**src/rtl/alu_slice_pkg.sv**
```systemverilog
// Package alu_slice_pkg
// Shared operation codes, result-select codes and the control bundle passed
// from the decoder to the bit slices. Assumes a 3-bit operation select.
package alu_slice_pkg;

    typedef enum logic [2:0] {
        OP_AND  = 3'b000,
        OP_OR   = 3'b001,
        OP_ADD  = 3'b010,
        OP_ADDU = 3'b011,
        OP_RSV0 = 3'b100,
        OP_RSV1 = 3'b101,
        OP_SUB  = 3'b110,
        OP_SUBU = 3'b111
    } alu_op_e;

    typedef enum logic [1:0] {
        RSEL_AND  = 2'd0,
        RSEL_OR   = 2'd1,
        RSEL_SUM  = 2'd2,
        RSEL_ZERO = 2'd3
    } rsel_e;

    typedef struct packed {
        logic  binv;
        logic  cin;
        rsel_e rsel;
        logic  ovf_en;
        logic  cry_en;
    } alu_ctrl_t;

endpackage

```
**src/rtl/alu_op_decode.sv**
```systemverilog
// Module alu_op_decode
// Turns the 3-bit operation select into slice controls: B inversion, carry
// into bit 0, result selection and the enables for the carry and overflow
// flags. Purely combinational. Assumes the encoding in alu_slice_pkg.
module alu_op_decode
    import alu_slice_pkg::*;
(
    input  logic [2:0] op,
    output alu_ctrl_t  ctrl
);

    // Map each operation select to its control bundle.
    always_comb begin
        ctrl = '{binv: 1'b0, cin: 1'b0, rsel: RSEL_ZERO, ovf_en: 1'b0, cry_en: 1'b0};
        case (op)
            OP_AND:  ctrl.rsel = RSEL_AND;
            OP_OR:   ctrl.rsel = RSEL_OR;
            OP_ADD: begin
                ctrl.rsel   = RSEL_SUM;
                ctrl.ovf_en = 1'b1;
                ctrl.cry_en = 1'b1;
            end
            OP_ADDU: begin
                ctrl.rsel   = RSEL_SUM;
                ctrl.cry_en = 1'b1;
            end
            OP_SUB: begin
                ctrl.binv   = 1'b1;
                ctrl.cin    = 1'b1;
                ctrl.rsel   = RSEL_SUM;
                ctrl.ovf_en = 1'b1;
                ctrl.cry_en = 1'b1;
            end
            OP_SUBU: begin
                ctrl.binv   = 1'b1;
                ctrl.cin    = 1'b1;
                ctrl.rsel   = RSEL_SUM;
                ctrl.cry_en = 1'b1;
            end
            default: ctrl.rsel = RSEL_ZERO;
        endcase
    end

endmodule

```
**src/rtl/alu_bit_slice.sv**
```systemverilog
// Module alu_bit_slice
// One bit of the ALU: AND, OR, and a full adder whose B input is XORed with
// an invert control, followed by a result selector. The carry-out goes to
// the next slice up. Purely combinational.
module alu_bit_slice
    import alu_slice_pkg::*;
(
    input  logic  a,
    input  logic  b,
    input  logic  binv,
    input  logic  cin,
    input  rsel_e rsel,
    output logic  r,
    output logic  cout
);

    logic b_eff;
    logic sum;

    // Conditional inversion of B for subtraction.
    assign b_eff = b ^ binv;

    // Full adder: sum and majority carry.
    assign sum  = a ^ b_eff ^ cin;
    assign cout = (a & cin) | (b_eff & cin) | (a & b_eff);

    // Pick the slice result.
    always_comb begin
        case (rsel)
            RSEL_AND: r = a & b;
            RSEL_OR:  r = a | b;
            RSEL_SUM: r = sum;
            default:  r = 1'b0;
        endcase
    end

endmodule

```
**src/rtl/alu_slice_top.sv**
```systemverilog
// Module alu_slice_top
// W-bit ALU made of W replicated bit slices with a ripple carry chain. The
// decoder drives every slice with the same controls. The top slice's carry-in
// and carry-out produce the overflow flag. Purely combinational: it has no
// clock and no reset.
module alu_slice_top
    import alu_slice_pkg::*;
#(
    parameter int W = 32
) (
    input  logic [W-1:0] opa,
    input  logic [W-1:0] opb,
    input  logic [2:0]   op,
    output logic [W-1:0] result,
    output logic         carry_out,
    output logic         overflow
);

    localparam int MSB = W - 1;

    alu_ctrl_t ctrl;
    logic      c_msb_in;
    logic      c_msb_out;

    alu_op_decode u_dec (
        .op   (op),
        .ctrl (ctrl)
    );

    // One slice per bit, each carry-in taken from the slice below.
    for (genvar i = 0; i < W; i++) begin : g_bit
        logic c_in;
        logic c_out;
        if (i == 0) begin : g_lsb
            assign c_in = ctrl.cin;
        end else begin : g_up
            assign c_in = g_bit[i-1].c_out;
        end
        alu_bit_slice u_slice (
            .a    (opa[i]),
            .b    (opb[i]),
            .binv (ctrl.binv),
            .cin  (c_in),
            .rsel (ctrl.rsel),
            .r    (result[i]),
            .cout (c_out)
        );
    end

    // Tap the carries around the most significant slice.
    assign c_msb_in  = g_bit[MSB].c_in;
    assign c_msb_out = g_bit[MSB].c_out;

    // Flags, gated by the operation class.
    assign carry_out = ctrl.cry_en & c_msb_out;
    assign overflow  = ctrl.ovf_en & (c_msb_in ^ c_msb_out);

endmodule

```
**config.mk**
```make
export PLATFORM = sky130hd
export DESIGN_NAME = alu_slice_top
export DESIGN_NICKNAME = d
export VERILOG_FILES = /design/src/rtl/alu_slice_pkg.sv /design/src/rtl/alu_op_decode.sv /design/src/rtl/alu_bit_slice.sv /design/src/rtl/alu_slice_top.sv
export SDC_FILE = /design/constraint.sdc
export NUM_CORES = 1
export LEC_CHECK = 0
export BUFFER_PORTS_ARGS = -buffer_cell sky130_fd_sc_hd__clkbuf_2
export CAP_MARGIN = 20
export CORE_MARGIN = 2
export CORE_UTILIZATION = 53
export DETAILED_ROUTE_END_ITERATION = 7
export GPL_ROUTABILITY_DRIVEN = 0
export PLACE_DENSITY = 0.91
export REMOVE_ABC_BUFFERS = 1
export SYNTH_ARGS = -nofsm -noshare
export SYNTH_HDL_FRONTEND = slang
export SYNTH_HIERARCHICAL = 1
export SYNTH_SLANG_ARGS = --single-unit
```
**constraint.sdc**
```tcl
create_clock -name vclk -period 31
set_input_delay 0 -clock vclk [all_inputs]
set_output_delay 0 -clock vclk [all_outputs]
set_load 0.005 [all_outputs]
```
* Yosys cells after proc, flatten, opt, wreduce, memory -nomap -nowiden
Cells that the tools add are included.
** Word-level totals
- Flip-flop bits (word level) :: 0
- Input bits :: 67
- Word-level logic and storage cells :: 371
** Operators by class
- Equality and inequality tests :: 7
- Muxes and demuxes :: 36
- Bitwise operators :: 323
- Reduce and logical (&&, ||, !) cells :: 5
** Operators by type and width (count)
- 1-bit AND :: 130
- 1-bit bitwise XOR :: 97
- 1-bit bitwise OR :: 96
- 1-bit case mux with 3 select lines :: 32
- 3-bit by 2-bit equality test with 1-bit output, second input constant :: 2
- 3-bit equality test, second input constant :: 2
- 2-bit case mux with 3 select lines :: 1
- 2-bit OR reduction :: 2
- 4-bit OR reduction :: 1
- 3-bit by 1-bit equality test with 1-bit output, second input constant :: 1
- 3-bit zero test :: 1
- 2-bit by 1-bit equality test with 1-bit output, second input constant :: 1
- 2-bit equality test, second input constant :: 1
- 2-bit zero test :: 1
- 1-bit two-way mux :: 2
- 2-bit two-way mux :: 1

* Logic depth before layout (Yosys ltp)
- Depth in word-level cells :: 102
- Gate-level depth with buffers :: 100
- Depth with buffers taken out :: 99

* By module
The synthesis kept the hierarchy.
** By module, submodules not included
- alu_bit_slice :: instances 32, cells each 8, area an instance 66.3 sq um, seq. area each 0.0 sq um
- alu_op_decode :: instances 1, cells each 6, area an instance 41.3 sq um, seq. area each 0.0 sq um
- alu_slice_top :: instances 1, cells each 3, area an instance 22.5 sq um, seq. area each 0.0 sq um

* Least setup slack after synthesis
OpenSTA, ideal clock, no wires.
- Path kind :: input -> output
- Start :: input port op[1]
- End :: output port result[31]
- Arrival :: 15.930 ns
- Setup slack :: 15.070 ns
- Cell stages on the path :: 99
- Path buffers :: 1
- Cell sequence :: and2_2 > buf_4 > xnor2_1 > fa_1 > inv_1 > inv_1 > fa_1 > inv_1 > inv_1 > fa_1 > inv_1 > inv_1 > fa_1 > inv_1 > inv_1 > fa_1 > inv_1 > inv_1 > [63 not listed] > fa_1 > inv_1 > inv_1 > fa_1 > inv_1 > inv_1 > fa_1 > inv_1 > inv_1 > fa_1 > inv_1 > inv_1 > fa_1 > inv_1 > inv_1 > fa_1 > nor2_1 > mux2_2
** RTL lines
- start, declared :: RTL line alu_slice_top.sv:13 : input logic [2:0] op,
- end, declared :: RTL line alu_slice_top.sv:14 : output logic [W-1:0] result,

==> reports/results.ini <==
[outcome]
status=finished clean

[drt]
avgRoutedWirePerCell_um=11.4
wl_um=4740
drt_pass1_iterations=4
drtIter0Drc=34
antenna_left=0
drc=0
routed-wl-met2_um=2700
via_per_inst=4.70
wl_met3_um=198
vias=1958
highest-signal-layer=met4
met1_length_um=1820

[clock_network]
cts_setup_buffers=0
ctsHoldBuffers=0
ctsResizeCount=0

[final_layout]
final_cell_mix=clkbuf_2, inv_1
antenna_cells=0
regArea_um2=0
final_common_cell=clkbuf_2
drive_gt1_share_pct=46.6
area_growth_pct=26.5
seq_cell_count=0
clock_buffers=0
final_nets=468

[global_route]
overflow=0
grt_usage_pct=20.2
grt_pass1_wl_um=7340
grt_max_degree=65
antenna_found_initial=0
grt_pass1_vias=1834

[setup_path]
crit_arrival_ps=16620
startpoint_type=primary input
crit_slowest_cell=fa_1
crit_fanout=5
crit_type=primary input to primary output
crit_path_frequent_cell=inv_1
cp.required_ps=31000
slowest_delay_ps=500
worstSetupEndpointType=primary output

[timing]
maxSlewHeadroom_pct=53.3
worst_slew_pin_slew_ps=700
finalCriticalPeriod_ps=16620
setup_viol=0
drv_slew=0
fmax_mhz=60.2
period_share_pct=53.6
fin_tns_setup_ps=0
hold_viol=0
rsz0062_at_grt=no

[floorplanning]
coreArea_um2=3970
die_w_um=68.2
dieArea_um2=4650
io_pins=101
start_util_pct=55.0
num_rows=23
dieHeight_um=68.2

[power]
leakagePower_nw=1.58
ir_drop_mv=0.0154
p_per_area_nw_per_um2=22.4
p_total_mw=0.0620

[synth]
synth_cell_types=14
synthCells=265
synth.avg_cell_area_um2=8.25
yosysWarnings=6
syn_area_um2=2190
yosysSeqAreaShare_pct=0

[min_path]
min_path_type=primary input to primary output

[placed_design]
port_buffers=101
hpwlAfterDp_um=3960

[job]
drv_cap=0

-- per-layer routing --
metal | global-route usage, % | up-vias
met5 | 0 | -
met1 | 22.7 | 923
met3 | 0.987 | 2
met4 | 1.25 | 0
met2 | 42.7 | 60
li1 | - | 973
-- per-stage QoR --
step	worst slack (ps)	utilization [%]	instance area, µm²	instances	hold slack (ps)
6_report	14380	69.6	2770	417	348
4_1_cts	14230	69.6	2770	417	353
2_1_floorplan	14890	-	2170	263	124
3_3_place_gp	14670	69.6	2770	417	344
5_1_grt	13240	69.6	2770	417	374
3_5_place_dp	14270	69.6	2770	417	353
-- kinds of logic after synthesis --
group	after synthesis	share of synthesized area, %
and+or+nand+nor	37	7.04
muxes	32	16.5
xor gates and xnor gates	33	13.2
adders and majority gates	64	45.8
AOI/OAI and AO/OA	1	0.458
buffers and inverters	98	17.0
-- power breakdown --
group / internal, mW / switching (mW) / total (mW)
clock network: 0 / 0 / 0
logic: 0.0319 / 0.0301 / 0.0620
registers: 0 / 0 / 0
total: 0.0319 / 0.0301 / 0.0620
-- worst max-delay path, delay by kind of cell --
kind / cells / cell delay, ps
xor+xnor: 1 / 150
fa+ha+maj: 32 / 12320
buf+inv: 64 / 3620
mux: 1 / 290
simple gates: 2 / 270
-- synth_stat cells --
cell | instances | area share (%)
or2_1 | 1 | 0.29
maj3_2 | 32 | 16
fa_1 | 32 | 29
mux2_2 | 32 | 16
clkbuf_1 | 1 | 0.17
nor2b_1 | 1 | 0.29
o21ba_1 | 1 | 0.46
xnor2_1 | 32 | 13
xor2_1 | 1 | 0.40
and2_1 | 1 | 0.29
buf_4 | 1 | 0.34
nor2_1 | 32 | 5.5
inv_1 | 96 | 16
and2_2 | 2 | 0.69
-- path summary, 6_finish.rpt --
check / start / to / slack (ps) / cells after the start
max: op[1] / result[31] / 14380 / 100
min: op[0] / overflow / 350 / 4
-- cell type report --
type               instances  area, µm²
multi-input cells        167       1810
fillers                  323       1210
repair buffers           104        528
inverters                 96        360
well taps                 50       62.6
No activity file was read; power rests on OpenSTA's default activity.
